**src/rtl/phy_mode_resolver.sv**
```systemverilog
module phy_mode_resolver #(
  parameter int POLL_MAX = 64
) (
  input  logic        clk,
  input  logic        rst_n,
  input  logic        start,
  input  logic [2:0]  media_sel,
  input  logic [15:0] cap_mask,
  output logic        mdio_req,
  output logic        mdio_wr,
  output logic [4:0]  mdio_reg,
  output logic [15:0] mdio_wdata,
  input  logic        mdio_done,
  input  logic [15:0] mdio_rdata,
  output logic        busy,
  output logic        done_o,
  output logic [1:0]  op_mode,
  output logic        err,
  output logic        fdx,
  output logic        auto_used
);

  localparam int          CW        = $clog2(POLL_MAX + 1);
  localparam logic [1:0]  M10H      = 2'b00;
  localparam logic [1:0]  M100H     = 2'b01;
  localparam logic [1:0]  M10F      = 2'b10;
  localparam logic [1:0]  M100F     = 2'b11;
  localparam logic [15:0] ADV_FIELD = 16'h01E0;

  typedef enum logic [3:0] {
    S_IDLE, S_RD0, S_WR0, S_POLL, S_RD4, S_WR4, S_WRN, S_SR0, S_SR1, S_SR25
  } step_t;

  step_t       st;
  logic        req_q;
  logic [2:0]  sel_q;
  logic [15:0] hold;
  logic [15:0] r0_q;
  logic [15:0] r1_q;
  logic [CW-1:0] poll_cnt;

  logic [15:0] force_bit;
  logic [15:0] adv_pre;
  logic [15:0] adv_new;
  logic        adv_empty;
  logic [2:0]  key;
  logic [1:0]  res_mode;
  logic        key_ok;
  logic        neg_ok;

  always_comb begin
    case (sel_q)
      3'd1:    force_bit = 16'h0020;
      3'd2:    force_bit = 16'h0040;
      3'd3:    force_bit = 16'h0080;
      3'd4:    force_bit = 16'h0100;
      default: force_bit = 16'h0000;
    endcase
  end

  assign adv_pre   = (mdio_rdata & ~ADV_FIELD) | ((sel_q == 3'd0) ? cap_mask : force_bit);
  assign adv_empty = (adv_pre[8:5] == 4'd0);
  assign adv_new   = adv_empty ? (adv_pre | cap_mask) : adv_pre;

  assign key    = {r0_q[8], mdio_rdata[1:0]};
  assign neg_ok = r0_q[12] & r1_q[5];

  always_comb begin
    key_ok   = 1'b1;
    res_mode = M100H;
    case (key)
      3'b010:  res_mode = M10H;
      3'b110:  res_mode = M10F;
      3'b001:  res_mode = M100H;
      3'b101:  res_mode = M100F;
      default: key_ok = 1'b0;
    endcase
  end

  always_comb begin
    mdio_wr    = 1'b0;
    mdio_reg   = 5'd0;
    mdio_wdata = 16'h0000;
    case (st)
      S_WR0:  begin mdio_wr = 1'b1; mdio_wdata = hold | 16'h0200; end
      S_POLL: mdio_reg = 5'd1;
      S_RD4:  mdio_reg = 5'd4;
      S_WR4:  begin mdio_wr = 1'b1; mdio_reg = 5'd4; mdio_wdata = hold; end
      S_WRN:  begin mdio_wr = 1'b1; mdio_wdata = 16'h1200; end
      S_SR1:  mdio_reg = 5'd1;
      S_SR25: mdio_reg = 5'd25;
      default: ;
    endcase
  end

  assign mdio_req = req_q;
  assign busy     = (st != S_IDLE);
  assign fdx      = op_mode[1];

  always_ff @(posedge clk) begin
    if (!rst_n) begin
      st        <= S_IDLE;
      req_q     <= 1'b0;
      sel_q     <= 3'd0;
      hold      <= 16'h0000;
      r0_q      <= 16'h0000;
      r1_q      <= 16'h0000;
      poll_cnt  <= '0;
      done_o    <= 1'b0;
      op_mode   <= M100H;
      err       <= 1'b0;
      auto_used <= 1'b0;
    end else begin
      done_o <= 1'b0;
      if (st == S_IDLE) begin
        if (start) begin
          sel_q     <= media_sel;
          err       <= 1'b0;
          auto_used <= (media_sel == 3'd0);
          poll_cnt  <= '0;
          st        <= S_RD0;
        end
      end else if (!req_q) begin
        req_q <= 1'b1;
      end else if (mdio_done) begin
        req_q <= 1'b0;
        case (st)
          S_RD0: begin hold <= mdio_rdata; st <= S_WR0; end
          S_WR0: st <= S_POLL;
          S_POLL: begin
            if (mdio_rdata[5]) begin
              st <= S_RD4;
            end else if (poll_cnt == CW'(POLL_MAX - 1)) begin
              op_mode <= M100H;
              err     <= 1'b1;
              done_o  <= 1'b1;
              st      <= S_IDLE;
            end else begin
              poll_cnt <= poll_cnt + 1'b1;
            end
          end
          S_RD4: begin
            hold <= adv_new;
            if (adv_empty) auto_used <= 1'b1;
            st <= S_WR4;
          end
          S_WR4: st <= S_WRN;
          S_WRN: st <= S_SR0;
          S_SR0: begin r0_q <= mdio_rdata; st <= S_SR1; end
          S_SR1: begin r1_q <= mdio_rdata; st <= S_SR25; end
          S_SR25: begin
            op_mode <= (neg_ok && key_ok) ? res_mode : M100H;
            err     <= !(neg_ok && key_ok);
            done_o  <= 1'b1;
            st      <= S_IDLE;
          end
          default: st <= S_IDLE;
        endcase
      end
    end
  end

endmodule

```
**config.mk**
```make
export PLATFORM = sky130hd
export DESIGN_NAME = phy_mode_resolver
export DESIGN_NICKNAME = d
export VERILOG_FILES = /design/src/rtl/phy_mode_resolver.sv
export SDC_FILE = /design/constraint.sdc
export NUM_CORES = 1
export LEC_CHECK = 0
export BUFFER_PORTS_ARGS = -buffer_cell sky130_fd_sc_hd__buf_2
export CORE_ASPECT_RATIO = 1.1
export CORE_MARGIN = 2
export CORE_UTILIZATION = 50
export CTS_BUF_LIST = sky130_fd_sc_hd__clkbuf_16
export DETAILED_ROUTE_END_ITERATION = 16
export PLACE_DENSITY = 0.83
export SYNTH_ARGS = -nofsm -noshare
export SYNTH_HDL_FRONTEND = slang
export SYNTH_SLANG_ARGS = --single-unit
```
**constraint.sdc**
```tcl
create_clock -name clk -period 2.1 [get_ports clk]
set_clock_uncertainty 0.1 [all_clocks]
set_input_delay 0.21 -clock clk [delete_from_list [all_inputs] [get_ports clk]]
set_output_delay 0.21 -clock clk [all_outputs]
set_load 0.05 [all_outputs]
```
==> results_dict.tcl <==
set metrics [dict create \
    status "finished, final reports clean" \
    cp.required_ns 2.21 \
    clk-insertion-delay-late_ns 0.28 \
    post-route-period-util_pct 95.4 \
    slowest_delay_ns 0.64 \
    hold_viol 0 \
    core-area_um2 4290 \
    vias 2316 \
    syn_inst 279 \
    synth_top_area_share_pct 35.3 \
    wl_per_cell_um 14.6 \
    yosysWarnings 0 \
    yosys_register_bits 39 \
    async_reset_ff_share_pct 0 \
    cp_max_fo 12 \
    ys_seq_area_share_pct 35.3 \
    power_density_nw_per_um2 695 \
    final_max_slew_viol_count 0 \
    clock.fmax_mhz 499 \
    fillers 346 \
    ant_nets 0 \
    r2r-start "st[0]" \
    wirelength_um 5880 \
    dp_hpwl_um 4370 \
    cpMostUsedCell "a21oi_1" \
    critPathKind "reg2reg" \
    fp-row-count 25 \
    syn_avg_cell_area_um2 7.93 \
    overflow 0 \
    period_needed_ns 2.00 \
    firstDrtPassIters 5 \
    crit_path_start "st[0]" \
    cellLeakagePower_uw 0.00124 \
    rrSetupSlack_ns 0.1 \
    fp.dieW_um 67.4 \
    end_kind "flip-flop" \
    yosysMostFrequentCell "a21oi_1" \
    cts_sinks 39 \
    synth_edf_count 0 \
    setup.worst_path.start_class "flip-flop" \
    diodes 0 \
    synth.cell_area_um2 2210 \
    place_congestion 0.918 \
    setup_viol 0 \
    grt_max_degree 33 \
    cts_max_level 2 \
    r2r-end "hold[3]" \
    rsz0062_at_grt "false" \
    max-clock-path-buffers 2 \
    reg2reg_depth 6 \
    initialDrtViolationCount 126 \
    vdd_drop_max_uv 529 \
    synth_nets 321 \
    post_drt_via_cell_ratio 5.73 \
    hold_buffers 0 \
    area_delta_synth_final_pct 29.6 \
    grt_pass1_wl_um 9670 \
    fin_ws_ns 0.0971 \
    whs_endpoint "r0_q[12]" \
    die_y_um 73.8 \
    synth.largest_area_cell "dfxtp_1" \
    drcViolationCount 0 \
    holdCritPathClass "in2reg" \
    cp_data_arrival_time_ns 2.11 \
    dpl_worst_slack_ns 0.0891 \
    cts_made_buffers 5 \
    cts-root-buf "clkbuf_16" \
    crit_path_top_delay_cell "or4b_1" \
    synthFlopType "dfxtp_1" \
    yosysUniqueCellTypes 50 \
    setup_tns_ns 0 \
    synth.area.top_cells "dfxtp_1 (35%), a21oi_1 (9.0%), and2_1 (5.1%)" \
    path_clk_slew_ns 0.06 \
    die_area_um2 4970 \
    grt_pass1_vias 2187 \
    crit_chain "buf_4, or4b_1, a21oi_1, buf_4, a21oi_1, a21oi_1" \
    min_from "mdio_rdata[12]" \
    tritoncts "yes" \
    antenna_found_initial 0 \
    maxCapViolCount 0 \
    drive_gt1_share_pct 33.4 \
    post_cts_buffers 0 \
    boundaryPins 69 \
    port_buffers 67 \
    grt_usage_pct 25.6 \
    whs_path_depth 3 \
    initial_core_util_pct 51.6 \
    synth_top_cells_by_count "a21oi_1 (40), dfxtp_1 (39), nand2_1 (22), o21ai_0 (20), and2_1 (18)" \
    layout.nets 391 \
]
[final cells by class]
cell class                 count  area, µm²  area share (%)
timing repair buffer          88        519            18.1
inverter                      10       37.5            1.31
tap                           54       67.6            2.36
clock inverter                 3       38.8            1.35
sequential                    39        786            27.4
clock buffer                   5        125            4.36
multi-input combinational    205       1290            45.1
[layout by cell type, fill, tap and decap left out, drive strengths merged, types with 4 or more instances in the layout]
cell type,synthesis,routed
buf,12,80
a21oi,40,40
dfxtp,39,39
nand2,22,22
o21ai,20,20
and2,18,18
nor2,16,16
clkbuf,13,13
inv,10,10
nor3,7,7
mux2i,6,6
nand3,5,5
o211ai,5,5
a31oi,4,4
nand4,4,4
or4,4,4
nand4b,4,4
a21boi,4,4
nor4,4,4
[state kept, by name, summed over array words and instances (netlist names)]
register   count
r1_q           1
op_mode        2
auto_used      1
st             4
done_o         1
hold          16
r0_q           2
sel_q          3
err            1
poll_cnt       7
mdio_req       1
[metal layers]
| metal | vias up | global-route usage (%) | part of all wire, % |
|---|---|---|---|
| met1 | 1063 | 30.0 | 42 |
| met2 | 89 | 43.6 | 49 |
| li1 | 1146 | - | - |
| met3 | 18 | 6.28 | 6.2 |
| met5 | - | 0 | 0 |
| met4 | 0 | 11.8 | 2.7 |
[timing repair]
item                                   in CTS  in global routing
resized for setup                           4                 11
setup endpoints to repair                  14                 17
endpoints found under the hold margin       0                  0
[kinds of logic (layout without fill, tap and decap cells)]
logic type	Yosys count	in the layout	synth area share, %
xor+xnor	2	2	0.792
fa+ha+maj	3	3	1.70
other cells	1	1	0.170
flops	39	39	35.3
compound gates	92	92	25.1
mux	7	7	3.22
simple gates	100	100	26.2
buf+inv	35	106	7.58
[metrics by stage]
step                total power, µW  hold WS (ns)  utilization (%)  instance area, µm²  std cells
global placement               1150         0.344             62.3                2670        396
finish                         1990        0.0703             66.9                2870        404
CTS                            2000        0.0658             66.3                2840        404
global route                   2070        0.0961             66.9                2870        404
detailed placement             1160         0.351             62.3                2670        396
floorplan                      1030         0.240                -                2230        279
[worst max path at each step]
stage | end | slack [ns]
5_1_grt | mdio_wdata[4] | 0.0002
2_1_floorplan | mdio_wdata[12] | 0.02
3_3_place_gp | hold[0] | 0.15
4_1_cts | mdio_wdata[8] | 0.006
3_5_place_dp | hold[15] | 0.09
6_report | hold[3] | 0.1
[critical path, delay by kind of cell (launching register included)]
kind	cells	cell delay, ns
and+or+nand+nor	1	0.64
AOI/OAI and AO/OA	3	0.42
buffers and inverters	2	0.40
DFF	1	0.38
[power breakdown]
part	internal (µW)	total, µW	switching [µW]
Sequential	774	812	38.2
Clock	554	844	291
Combinational	130	335	205
(Power assumes the default switching activity.)
